`config.mk`:
```
export PLATFORM = sky130hd
export DESIGN_NAME = sbus_core
export DESIGN_NICKNAME = d
export VERILOG_FILES = /design/src/rtl/sbus_pkg.sv /design/src/rtl/sbus_ctrl.sv /design/src/rtl/sbus_gpr.sv /design/src/rtl/sbus_alu.sv /design/src/rtl/sbus_core.sv
export SDC_FILE = /design/constraint.sdc
export NUM_CORES = 1
export LEC_CHECK = 0
export ABC_AREA = 1
export BUFFER_PORTS_ARGS = -buffer_cell sky130_fd_sc_hd__buf_2
export CORE_MARGIN = 5
export CORE_UTILIZATION = 25
export DETAILED_ROUTE_END_ITERATION = 10
export MAX_ROUTING_LAYER = met4
export SLEW_MARGIN = 20
export SYNTH_ARGS = -nofsm -noshare
export SYNTH_HDL_FRONTEND = slang
export SYNTH_HIERARCHICAL = 1
export SYNTH_SLANG_ARGS = --single-unit
```
`constraint.sdc`:
```
create_clock -name clk -period 5.1 [get_ports clk]
set_clock_uncertainty 0.05 [all_clocks]
set_input_delay 0.255 -clock clk [delete_from_list [all_inputs] [get_ports clk]]
set_output_delay 0.255 -clock clk [all_outputs]
set_load 0.005 [all_outputs]
```
`src/rtl/sbus_pkg.sv`:
```
package sbus_pkg;
   typedef enum logic [1:0] {
      ALU_ADD = 2'd0,
      ALU_SUB = 2'd1,
      ALU_XOR = 2'd2
   } alu_op_e;

   localparam int NUM_STEPS = 7;
   localparam int STW       = $clog2(NUM_STEPS);

   localparam int OPC_MOV  = 0;
   localparam int OPC_ADD  = 1;
   localparam int OPC_SUB  = 2;
   localparam int OPC_XOR  = 3;
   localparam int OPC_ADDM = 4;
endpackage

```
`src/rtl/sbus_ctrl.sv`:
```
module sbus_ctrl
   import sbus_pkg::*;
#(
   parameter int NREG = 8,
   parameter int OPW  = 4,
   localparam int RW  = $clog2(NREG),
   localparam int IW  = OPW + 3 * RW
) (
   input  logic            clk,
   input  logic            rst,
   input  logic [IW-1:0]   ir,
   input  logic            mfc,
   output logic [STW-1:0]  step,
   output logic [NREG-1:0] gpr_in,
   output logic [NREG-1:0] gpr_out,
   output logic            pc_in,
   output logic            pc_out,
   output logic            mar_in,
   output logic            rd_start,
   output logic            mdr_out,
   output logic            ir_in,
   output logic            y_in,
   output logic            z_in,
   output logic            z_out,
   output logic            sel4,
   output alu_op_e         alu_op,
   output logic            wmfc,
   output logic            fin
);
   logic [OPW-1:0] op;
   logic [RW-1:0]  rd, ra, rb;
   logic           is_alu, is_mov, is_addm;

   assign op = ir[IW-1 -: OPW];
   assign rd = ir[3*RW-1 -: RW];
   assign ra = ir[2*RW-1 -: RW];
   assign rb = ir[RW-1:0];

   assign is_mov  = (op == OPW'(OPC_MOV));
   assign is_addm = (op == OPW'(OPC_ADDM));
   assign is_alu  = (op == OPW'(OPC_ADD)) || (op == OPW'(OPC_SUB)) ||
                    (op == OPW'(OPC_XOR));

   // step counter: wrap on end, hold on an unanswered wait
   always_ff @(posedge clk) begin
      if (rst)
         step <= '0;
      else if (fin)
         step <= '0;
      else if (!(wmfc && !mfc))
         step <= step + 1'b1;
   end

   always_comb begin
      gpr_in   = '0;
      gpr_out  = '0;
      pc_in    = 1'b0;
      pc_out   = 1'b0;
      mar_in   = 1'b0;
      rd_start = 1'b0;
      mdr_out  = 1'b0;
      ir_in    = 1'b0;
      y_in     = 1'b0;
      z_in     = 1'b0;
      z_out    = 1'b0;
      sel4     = 1'b0;
      alu_op   = ALU_ADD;
      wmfc     = 1'b0;
      fin      = 1'b0;
      case (step)
         STW'(0): begin
            pc_out = 1'b1; mar_in = 1'b1; rd_start = 1'b1;
            sel4 = 1'b1; z_in = 1'b1;
         end
         STW'(1): begin
            z_out = 1'b1; pc_in = 1'b1; y_in = 1'b1; wmfc = 1'b1;
         end
         STW'(2): begin
            mdr_out = 1'b1; ir_in = 1'b1;
         end
         STW'(3): begin
            if (is_mov) begin
               gpr_out[ra] = 1'b1; gpr_in[rd] = 1'b1; fin = 1'b1;
            end else if (is_alu) begin
               gpr_out[ra] = 1'b1; y_in = 1'b1;
            end else if (is_addm) begin
               gpr_out[ra] = 1'b1; mar_in = 1'b1; rd_start = 1'b1;
            end else begin
               fin = 1'b1;
            end
         end
         STW'(4): begin
            if (is_alu) begin
               gpr_out[rb] = 1'b1; z_in = 1'b1;
               case (op)
                  OPW'(OPC_SUB): alu_op = ALU_SUB;
                  OPW'(OPC_XOR): alu_op = ALU_XOR;
                  default:       alu_op = ALU_ADD;
               endcase
            end else if (is_addm) begin
               gpr_out[rd] = 1'b1; y_in = 1'b1; wmfc = 1'b1;
            end else begin
               fin = 1'b1;
            end
         end
         STW'(5): begin
            if (is_alu) begin
               z_out = 1'b1; gpr_in[rd] = 1'b1; fin = 1'b1;
            end else if (is_addm) begin
               mdr_out = 1'b1; z_in = 1'b1;
            end else begin
               fin = 1'b1;
            end
         end
         STW'(6): begin
            if (is_addm) begin
               z_out = 1'b1; gpr_in[rd] = 1'b1;
            end
            fin = 1'b1;
         end
         default: fin = 1'b1;
      endcase
   end
endmodule

```
`src/rtl/sbus_gpr.sv`:
```
module sbus_gpr #(
   parameter int DW      = 32,
   parameter int NREG    = 8,
   parameter bit CLR_RST = 1'b1
) (
   input  logic            clk,
   input  logic            rst,
   input  logic [DW-1:0]   bus_in,
   input  logic [NREG-1:0] load,
   input  logic [NREG-1:0] drive,
   output logic [DW-1:0]   bus_part
);
   logic [NREG-1:0][DW-1:0] part;

   for (genvar i = 0; i < NREG; i++) begin : g_reg
      logic [DW-1:0] q;
      if (CLR_RST) begin : g_clr
         always_ff @(posedge clk) begin
            if (rst)
               q <= '0;
            else if (load[i])
               q <= bus_in;
         end
      end else begin : g_noclr
         always_ff @(posedge clk) begin
            if (load[i])
               q <= bus_in;
         end
         logic unused_rst;
         assign unused_rst = rst;
      end
      assign part[i] = drive[i] ? q : '0;
   end

   always_comb begin
      bus_part = '0;
      for (int i = 0; i < NREG; i++)
         bus_part = bus_part | part[i];
   end
endmodule

```
`src/rtl/sbus_alu.sv`:
```
module sbus_alu
   import sbus_pkg::*;
#(
   parameter int DW = 32
) (
   input  logic          sel4,
   input  logic [DW-1:0] y_val,
   input  logic [DW-1:0] b_val,
   input  alu_op_e       op,
   output logic [DW-1:0] res
);
   logic [DW-1:0] a_val;

   assign a_val = sel4 ? DW'(4) : y_val;

   always_comb begin
      case (op)
         ALU_SUB: res = a_val - b_val;
         ALU_XOR: res = a_val ^ b_val;
         default: res = a_val + b_val;
      endcase
   end
endmodule

```
`src/rtl/sbus_core.sv`:
```
module sbus_core
   import sbus_pkg::*;
#(
   parameter int DW      = 32,
   parameter int NREG    = 8,
   parameter int OPW     = 4,
   parameter bit GPR_CLR = 1'b1
) (
   input  logic           clk,
   input  logic           rst,
   output logic [DW-1:0]  mem_addr,
   output logic           mem_read,
   input  logic [DW-1:0]  mem_rdata,
   input  logic           mem_mfc,
   output logic [DW-1:0]  bus_mon,
   output logic [STW-1:0] step_mon,
   output logic           instr_end
);
   localparam int RW = $clog2(NREG);
   localparam int IW = OPW + 3 * RW;
   localparam int NDRV = NREG + 3;

   if (NREG < 2 || (NREG & (NREG - 1)) != 0) begin : g_bad_nreg
      $error("sbus_core: NREG must be a power of two of at least 2");
   end
   if (IW > DW) begin : g_bad_iw
      $error("sbus_core: instruction fields do not fit in a word");
   end
   if (DW < 8) begin : g_bad_dw
      $error("sbus_core: DW must be at least 8");
   end

   logic [DW-1:0]   bus, gpr_part, alu_res;
   logic [DW-1:0]   pc_q, mar_q, mdr_q, y_q, z_q;
   logic [IW-1:0]   ir_q;
   logic [NREG-1:0] gpr_in, gpr_out;
   logic            pc_in, pc_out, mar_in, rd_start, mdr_out, ir_in;
   logic            y_in, z_in, z_out, sel4, wmfc, fin;
   alu_op_e         alu_op;
   logic [NDRV-1:0] drv_vec;
   logic            wait_step;

   sbus_ctrl #(.NREG(NREG), .OPW(OPW)) u_ctrl (
      .clk(clk), .rst(rst), .ir(ir_q), .mfc(mem_mfc), .step(step_mon),
      .gpr_in(gpr_in), .gpr_out(gpr_out), .pc_in(pc_in), .pc_out(pc_out),
      .mar_in(mar_in), .rd_start(rd_start), .mdr_out(mdr_out),
      .ir_in(ir_in), .y_in(y_in), .z_in(z_in), .z_out(z_out),
      .sel4(sel4), .alu_op(alu_op), .wmfc(wmfc), .fin(fin)
   );

   sbus_gpr #(.DW(DW), .NREG(NREG), .CLR_RST(GPR_CLR)) u_gpr (
      .clk(clk), .rst(rst), .bus_in(bus), .load(gpr_in),
      .drive(gpr_out), .bus_part(gpr_part)
   );

   sbus_alu #(.DW(DW)) u_alu (
      .sel4(sel4), .y_val(y_q), .b_val(bus), .op(alu_op), .res(alu_res)
   );

   // shared bus: AND-OR of every gated source
   always_comb begin
      bus = gpr_part;
      if (pc_out)  bus = bus | pc_q;
      if (z_out)   bus = bus | z_q;
      if (mdr_out) bus = bus | mdr_q;
   end

   always_ff @(posedge clk) begin
      if (rst) begin
         pc_q     <= '0;
         mar_q    <= '0;
         mdr_q    <= '0;
         y_q      <= '0;
         z_q      <= '0;
         ir_q     <= '0;
         mem_read <= 1'b0;
      end else begin
         if (pc_in)  pc_q  <= bus;
         if (mar_in) mar_q <= bus;
         if (y_in)   y_q   <= bus;
         if (z_in)   z_q   <= alu_res;
         if (ir_in)  ir_q  <= bus[IW-1:0];
         if (mem_read && mem_mfc) begin
            mdr_q    <= mem_rdata;
            mem_read <= 1'b0;
         end else if (rd_start) begin
            mem_read <= 1'b1;
         end
      end
   end

   assign mem_addr  = mar_q;
   assign bus_mon   = bus;
   assign instr_end = fin;
   assign drv_vec   = {gpr_out, pc_out, z_out, mdr_out};
   assign wait_step = wmfc;
endmodule

```
==> impl_metrics.yaml, run 1 <==
outcome:
  run_status: "finished clean"
critical_path:
  worst_setup_path_start_kind: "register"
  slowest_stage: "dfxtp_2"
  r2r_cells: 39
  r2r_end: "z_q[25]"
  critPathMostFrequentCell: "nand2_1"
  timing.critical_path.max_delay_family: "simple AND/OR/NAND/NOR gates"
  worst_setup_path_endpoint: "z_q[25]"
  worstPathBufferInverterCount: 8
  launching_point_of_the_worst_reg2reg_path: "u_ctrl/step[0]"
  worst_path_largest_cell_delay_ns: 0.33
  worstSetupEndpointType: "register"
  r2r_setup_slack_ns: 0.13
  worstSetupStartpoint: "u_ctrl/step[0]"
  cp_data_arrival_time_ns: 5.37
  timing.critical_path.fanout_max: 8
  critical_path_depth: 39
  crit_required_ns: 5.50
  critical_path_class: "reg -> reg"
synth:
  synthTopCellsByCount: "nand2_1, dfxtp_1, a21oi_1, nor2_1, inv_1"
  netlist.top_cell.by_area: "dfxtp_1"
  post-synth-top-count-cell: "nand2_1"
  netlist_top_cells_area: "dfxtp_1, nand2_1, a21oi_1"
  synth_cells: 3548
  syn_avg_cell_area_um2: 6.425
  share_of_the_synthesized_area_in_the_top_cell_type_pct: 38.03
  seq_area_frac_synth_pct: 38.03
  yosys.cell_types.count: 45
  synthesis.area_um2: 22790
  synth_top_flop_cell: "dfxtp_1"
  synthesis.nets: 3621
  synth_edf_count: 0
  synth.ff_latch_count: 433
  async_reset_ff_share_pct: 0
  count_of_synthesis_stage_warnings_from_yosys: 6
sta:
  finalSetupViolations: 0
  layout_worst_path_cycle_share_pct: 97.37
  setup-tns-final_ns: 0
  tightestPinTransition_ns: 1.054
  finalHoldViolations: 0
  rsz0062_at_grt: "yes"
  timing_max_transition_violations_final: 0
  max_freq_mhz: 201.4
  maxSlewHeadroom_pct: 29.73
  timing.final.crit_period_ns: 4.966
global_routing:
  initial_antenna_violation_count: 2
  grt_pass1_vias: 21370
  grt_use_total_pct: 16.33
  grt_first_pass_wirelength_um: 124500
  grt_max_degree: 128
  congestion_overflow_gr: 0
routing:
  drt_iter0_markers: 2124
  route.layer.met1.wl_um: 35190
  maxUsedRoutingLayer: "met4"
  post-route-drc-count: 0
  overall_via_count_from_detail_route: 23310
  drtAntennaViolNets: 0
  wl_met2_um: 41340
  routed_wire_length_per_instance_um: 17.44
  firstDrtPassIters: 5
  avgViaCountPerCell: 4.748
  met3_wirelength_um: 5321
  totalWireLength_um: 85610
power:
  p_per_area_nw_per_um2: 612.4
  combinational_share_of_power_pct: 56.9
  p_sw_uw: 7972
  p_seq_share_pct: 24.5
  internal_power_uw: 9164
  total_power_uw: 17140
  leakagePower_uw: 0.01239
  vdd.ir_drop.worst_v: 0.0003062
  p_sw_share_pct: 46.52
  clkPwrFrac_pct: 18.6
cts:
  ctsHtreeMaxLevel: 2
  cts_buffers: 43
  clock_insertion_delay_worst_skew_ns: 0.56
  clock-root-buffer: "clkbuf_16"
  clock_path_buffers: 3
  clk_transition_reported_paths_ns: 0.06
  clock_sinks: 433
  cts_tree: "yes"
finish:
  layout-drive-gt1-share_pct: 17.68
  layout.core_utilization_pct: 31.00
  layout-area-overhead-vs-synth_pct: 22.77
  post_route_cell_area_um2: 27980
  final_cells: 4909
  finish.net_count: 3777
  multiInputGateArea_um2: 12760
  n_fill_cell: 9743
  seqCellArea_um2: 8677
placement:
  port_buffers: 103
  routabilityCongestion: 0.9292
  dpl.cell_count: 4744
  detailed_place.area_um2: 24770
  dp_hpwl_um: 53450
floorplan:
  floorplan.rows: 110
  ioPinCount: 104
  floorplan.die.width_um: 312.0
  core_area_um2: 90290
  die_height_um: 312.0
  floorplan.initialDensity_pct: 25.25
  die-area_um2: 97320
hold_path:
  hold_path.class: "in -> reg"
job:
  drv_cap: 0
[registers in the layout, indices dropped and copies added, names as in the netlist]
signal / count
ir_q: 13
mdr_q: 32
u_gpr/g.q: 256
z_q: 32
y_q: 32
pc_q: 32
mem_read: 1
mem_addr: 32
u_ctrl/step: 3
[timing repair]
item,in CTS,in global routing
cloned,5,8
hold buffers,31,0
hold endpoints to repair,31,0
resized for setup,63,215
buffers inserted,14,34
setup endpoints to repair,9,24
pin swaps,21,104
[power by group through the flow]
stage / Combinational, uW / Clock (uW) / Sequential, uW
after floorplan: 5620 / 0 / 4160
after global placement: 8510 / 0 / 4230
after detailed placement: 8550 / 0 / 4240
after CTS: 8930 / 3240 / 4180
after global routing: 10600 / 3360 / 4250
final: 9750 / 3190 / 4200
[layer usage]
layer  vias to the layer above  global-route usage [%]
li1                      11430                       -
met1                     10840                   20.37
met5                         -                       -
met3                       186                   1.637
met2                       850                   27.84
met4                         0                   5.506
[kinds of logic after synthesis]
logic type / share of synthesized area, %
compound gates: 14.70
xor+xnor: 1.921
fa+ha+maj: 2.119
buf+inv: 10.19
flops: 38.03
simple gates: 33.04
[cell usage in the layout, fill, tap and decap left out, types with 5 or more instances in the layout]
| cell type | netlist | routed |
|---|---|---|
| a21boi_4 | 0 | 5 |
| a21oi_1 | 401 | 381 |
| a21oi_2 | 5 | 21 |
| buf_12 | 0 | 18 |
| buf_2 | 101 | 102 |
| buf_4 | 14 | 159 |
| buf_6 | 41 | 6 |
| clkbuf_1 | 53 | 11 |
| clkbuf_16 | 0 | 48 |
| clkbuf_8 | 0 | 11 |
| clkinv_2 | 0 | 5 |
| dfxtp_1 | 433 | 428 |
| dlygate4sd3_1 | 0 | 31 |
| ha_1 | 37 | 24 |
| ha_4 | 0 | 9 |
| inv_1 | 254 | 211 |
| inv_2 | 15 | 52 |
| inv_4 | 0 | 5 |
| nand2_1 | 1422 | 1372 |
| nand2_2 | 10 | 49 |
| nand2_4 | 4 | 15 |
| nand3_1 | 82 | 74 |
| nand3_2 | 4 | 9 |
| nand4_1 | 10 | 10 |
| nor2_1 | 286 | 240 |
| nor2_2 | 35 | 59 |
| nor2_4 | 8 | 30 |
| nor3_1 | 18 | 10 |
| nor3_4 | 0 | 5 |
| o21ai_0 | 195 | 187 |
| o21ai_1 | 16 | 18 |
| o21ai_2 | 2 | 5 |
| o21ai_4 | 1 | 7 |
| o21bai_1 | 9 | 8 |
| xnor2_1 | 5 | 5 |
| xor2_1 | 45 | 45 |
[tightest hold or removal path, stage by stage]
cell and delay, ns:
buf_2 0.07, o21ai_0 0.15, nor2_1 0.12
[area by class of cell]
cell class / count / share of cell area, %
diodes: 1 / 0.008942
clock buffers: 64 / 4.484
clock inverters: 9 / 0.3666
inverters: 269 / 3.671
multi-input cells: 2631 / 45.59
flip-flops and latches: 433 / 31.01
well taps: 1176 / 5.258
repair buffers: 326 / 9.617
[stage by stage]
stage / hold WS (ns) / setup WS (ns)
2_1_floorplan: 0.3538 / 0.5933
3_3_place_gp: 0.3976 / -0.3432
3_5_place_dp: 0.4024 / -0.3563
4_1_cts: 0.02993 / 0.006074
5_1_grt: 0.06632 / -0.1436
6_report: 0.02772 / 0.1340
[how the worst min path moves through the flow]
stage | cells past startpoint | startpoint | end | slack, ns
2_1_floorplan | 2 | mem_rdata[0] | mdr_q[0] | 0.35
3_3_place_gp | 2 | u_gpr/g_reg[6].q[27] | u_gpr/g_reg[6].q[27] | 0.40
3_5_place_dp | 2 | u_gpr/g_reg[2].q[0] | u_gpr/g_reg[2].q[0] | 0.40
4_1_cts | 3 | mem_rdata[3] | mdr_q[3] | 0.03
5_1_grt | 3 | mem_rdata[3] | mdr_q[3] | 0.07
6_report | 3 | mem_rdata[3] | mdr_q[3] | 0.03
(Power assumes the default switching activity.)
==> run 2, diff against run 1 <==
==> constraint.sdc (replaced) <==
create_clock -name clk -period 4.74 [get_ports clk]
set_clock_uncertainty 0.05 [all_clocks]
set_input_delay 0.237 -clock clk [delete_from_list [all_inputs] [get_ports clk]]
set_output_delay 0.237 -clock clk [all_outputs]
set_load 0.005 [all_outputs]
==> impl_metrics.yaml, run 2 (synthesized netlist as in run 1, its figures left out) <==
outcome:
  run_status: "finished, violations left"
  violations: "negative setup slack"
cts:
  clock-root-buffer: "clkbuf_16"
  ctsHtreeMaxLevel: 2
  clk_transition_reported_paths_ns: 0.06
  clock_path_buffers: 3
  cts_buffers: 44
  clock_insertion_delay_worst_skew_ns: 0.58
  clock_sinks: 433
  cts_tree: "yes"
sta:
  rsz0062_at_grt: "yes"
  layout_worst_path_cycle_share_pct: 101.6
  finalSetupViolations: 3
  timing_max_transition_violations_final: 0
  maxSlewHeadroom_pct: 21.42
  timing.final.crit_period_ns: 4.818
  finalWorstSetupSlack_ns: -0.07809
  tightestPinTransition_ns: 1.179
  max_freq_mhz: 207.6
  finalHoldViolations: 0
routing:
  totalWireLength_um: 85940
  post-route-drc-count: 0
  firstDrtPassIters: 8
  avgViaCountPerCell: 4.669
  drtAntennaViolNets: 0
  overall_via_count_from_detail_route: 23850
  drt_iter0_markers: 1929
  routed_wire_length_per_instance_um: 16.83
floorplan:
  die-area_um2: 97320
  floorplan.initialDensity_pct: 25.25
  floorplan.rows: 110
  core_area_um2: 90290
  floorplan.die.width_um: 312.0
  die_height_um: 312.0
  ioPinCount: 104
critical_path:
  worst_setup_path_start_kind: "register"
  slowest_stage: "dfxtp_4"
  crit_required_ns: 5.15
  critPathMostFrequentCell: "nand2_1"
  critical_path_class: "reg -> reg"
  timing.critical_path.fanout_max: 8
  worstSetupEndpointType: "register"
  cp_data_arrival_time_ns: 5.23
  worst_path_largest_cell_delay_ns: 0.37
finish:
  n_fill_cell: 9585
  layout-drive-gt1-share_pct: 24.81
  final_cells: 5107
  largest_register_ffs: 256
  most_frequent_standard_cell_in_the_layout_excluding_fill_and_tap_cells: "nand2_1"
  seqCellArea_um2: 8676
  most-common-layout-cells: "nand2_1, dfxtp_1, a21oi_1"
  post_route_cell_area_um2: 30310
  layout.core_utilization_pct: 33.57
  layout-area-overhead-vs-synth_pct: 32.96
  finish.net_count: 3970
  largest_register: "u_gpr/g.q"
  multiInputGateArea_um2: 13350
power:
  vdd.ir_drop.worst_v: 0.0004075
  leakagePower_uw: 0.01364
  p_per_area_nw_per_um2: 706.5
placement:
  post-place-ws_ns: -0.6925
  dpl.cell_count: 4904
  port_buffers: 103
  detailed_place.area_um2: 26020
  routabilityCongestion: 0.9111
  dp_hpwl_um: 56620
global_routing:
  grt_pass1_vias: 22270
  initial_antenna_violation_count: 2
  grt_use_total_pct: 16.69
  grt_first_pass_wirelength_um: 127800
  grt_max_degree: 224
  congestion_overflow_gr: 0
job:
  drv_cap: 0
hold_path:
  hold_path.class: "in -> reg"
## run 2: stage by stage
step / hold WS [ns] / setup TNS, ns / power [uW]
global route: 0.04634 / -4.405 / 22740
floorplan: 0.3358 / 0 / 10520
CTS: 0.02874 / -0.1230 / 19560
global placement: 0.3977 / -5.896 / 15280
detailed placement: 0.4025 / -7.707 / 15320
finish: 0.04207 / -0.1706 / 21410
## run 2: power by group
part	internal, uW	switching [uW]	leakage [uW]
Clock	2010	1540	0.000705
Combinational	5640	7710	0.00941
Sequential	4180	333	0.00352
## run 2: worst max-delay path, delay by kind of cell (launching register included)
family,cells,cell delay (ns)
AOI/OAI and AO/OA,3,0.41
xor gates and xnor gates,1,0.20
adders and majority gates,2,0.51
buffers and inverters,11,0.99
DFF,1,0.37
and+or+nand+nor,24,2.14
## run 2: final cells by class
type | instances | area share, %
tap | 1176 | 4.855
inverter | 269 | 3.456
clock buffer | 63 | 4.269
multi-input combinational | 2629 | 44.06
sequential | 433 | 28.63
clock inverter | 16 | 0.4995
antenna | 1 | 0.008257
timing repair buffer | 520 | 14.23
## run 2: routing by layer
| layer | global-route usage [%] | wire length [um] | up-vias |
|---|---|---|---|
| met1 | 20.43 | 35890 | 11160 |
| met5 | - | 0 | - |
| met4 | 4.295 | 2509 | 0 |
| met3 | 1.690 | 4372 | 138 |
| met2 | 29.57 | 43170 | 733 |
| li1 | - | - | 11810 |
## run 2: final timing paths
check             depth (start not counted)                 from  slack, ns             endpoint
setup reg to reg                         41       u_ctrl/step[0]      -0.08              z_q[24]
hold reg to reg                           2  u_gpr/g_reg[4].q[7]       0.41  u_gpr/g_reg[4].q[7]
hold / removal                            2                  rst       0.04  u_gpr/g_reg[6].q[6]
setup / recovery                         41       u_ctrl/step[0]      -0.08              z_q[24]
## run 2: what timing repair did
action	in CTS	in global routing
gates resized for setup	154	318
hold buffers	31	0
buffers inserted	27	54
pin swaps	63	170
cloned	5	7
setup endpoints to repair	25	27
hold endpoints to repair	31	0
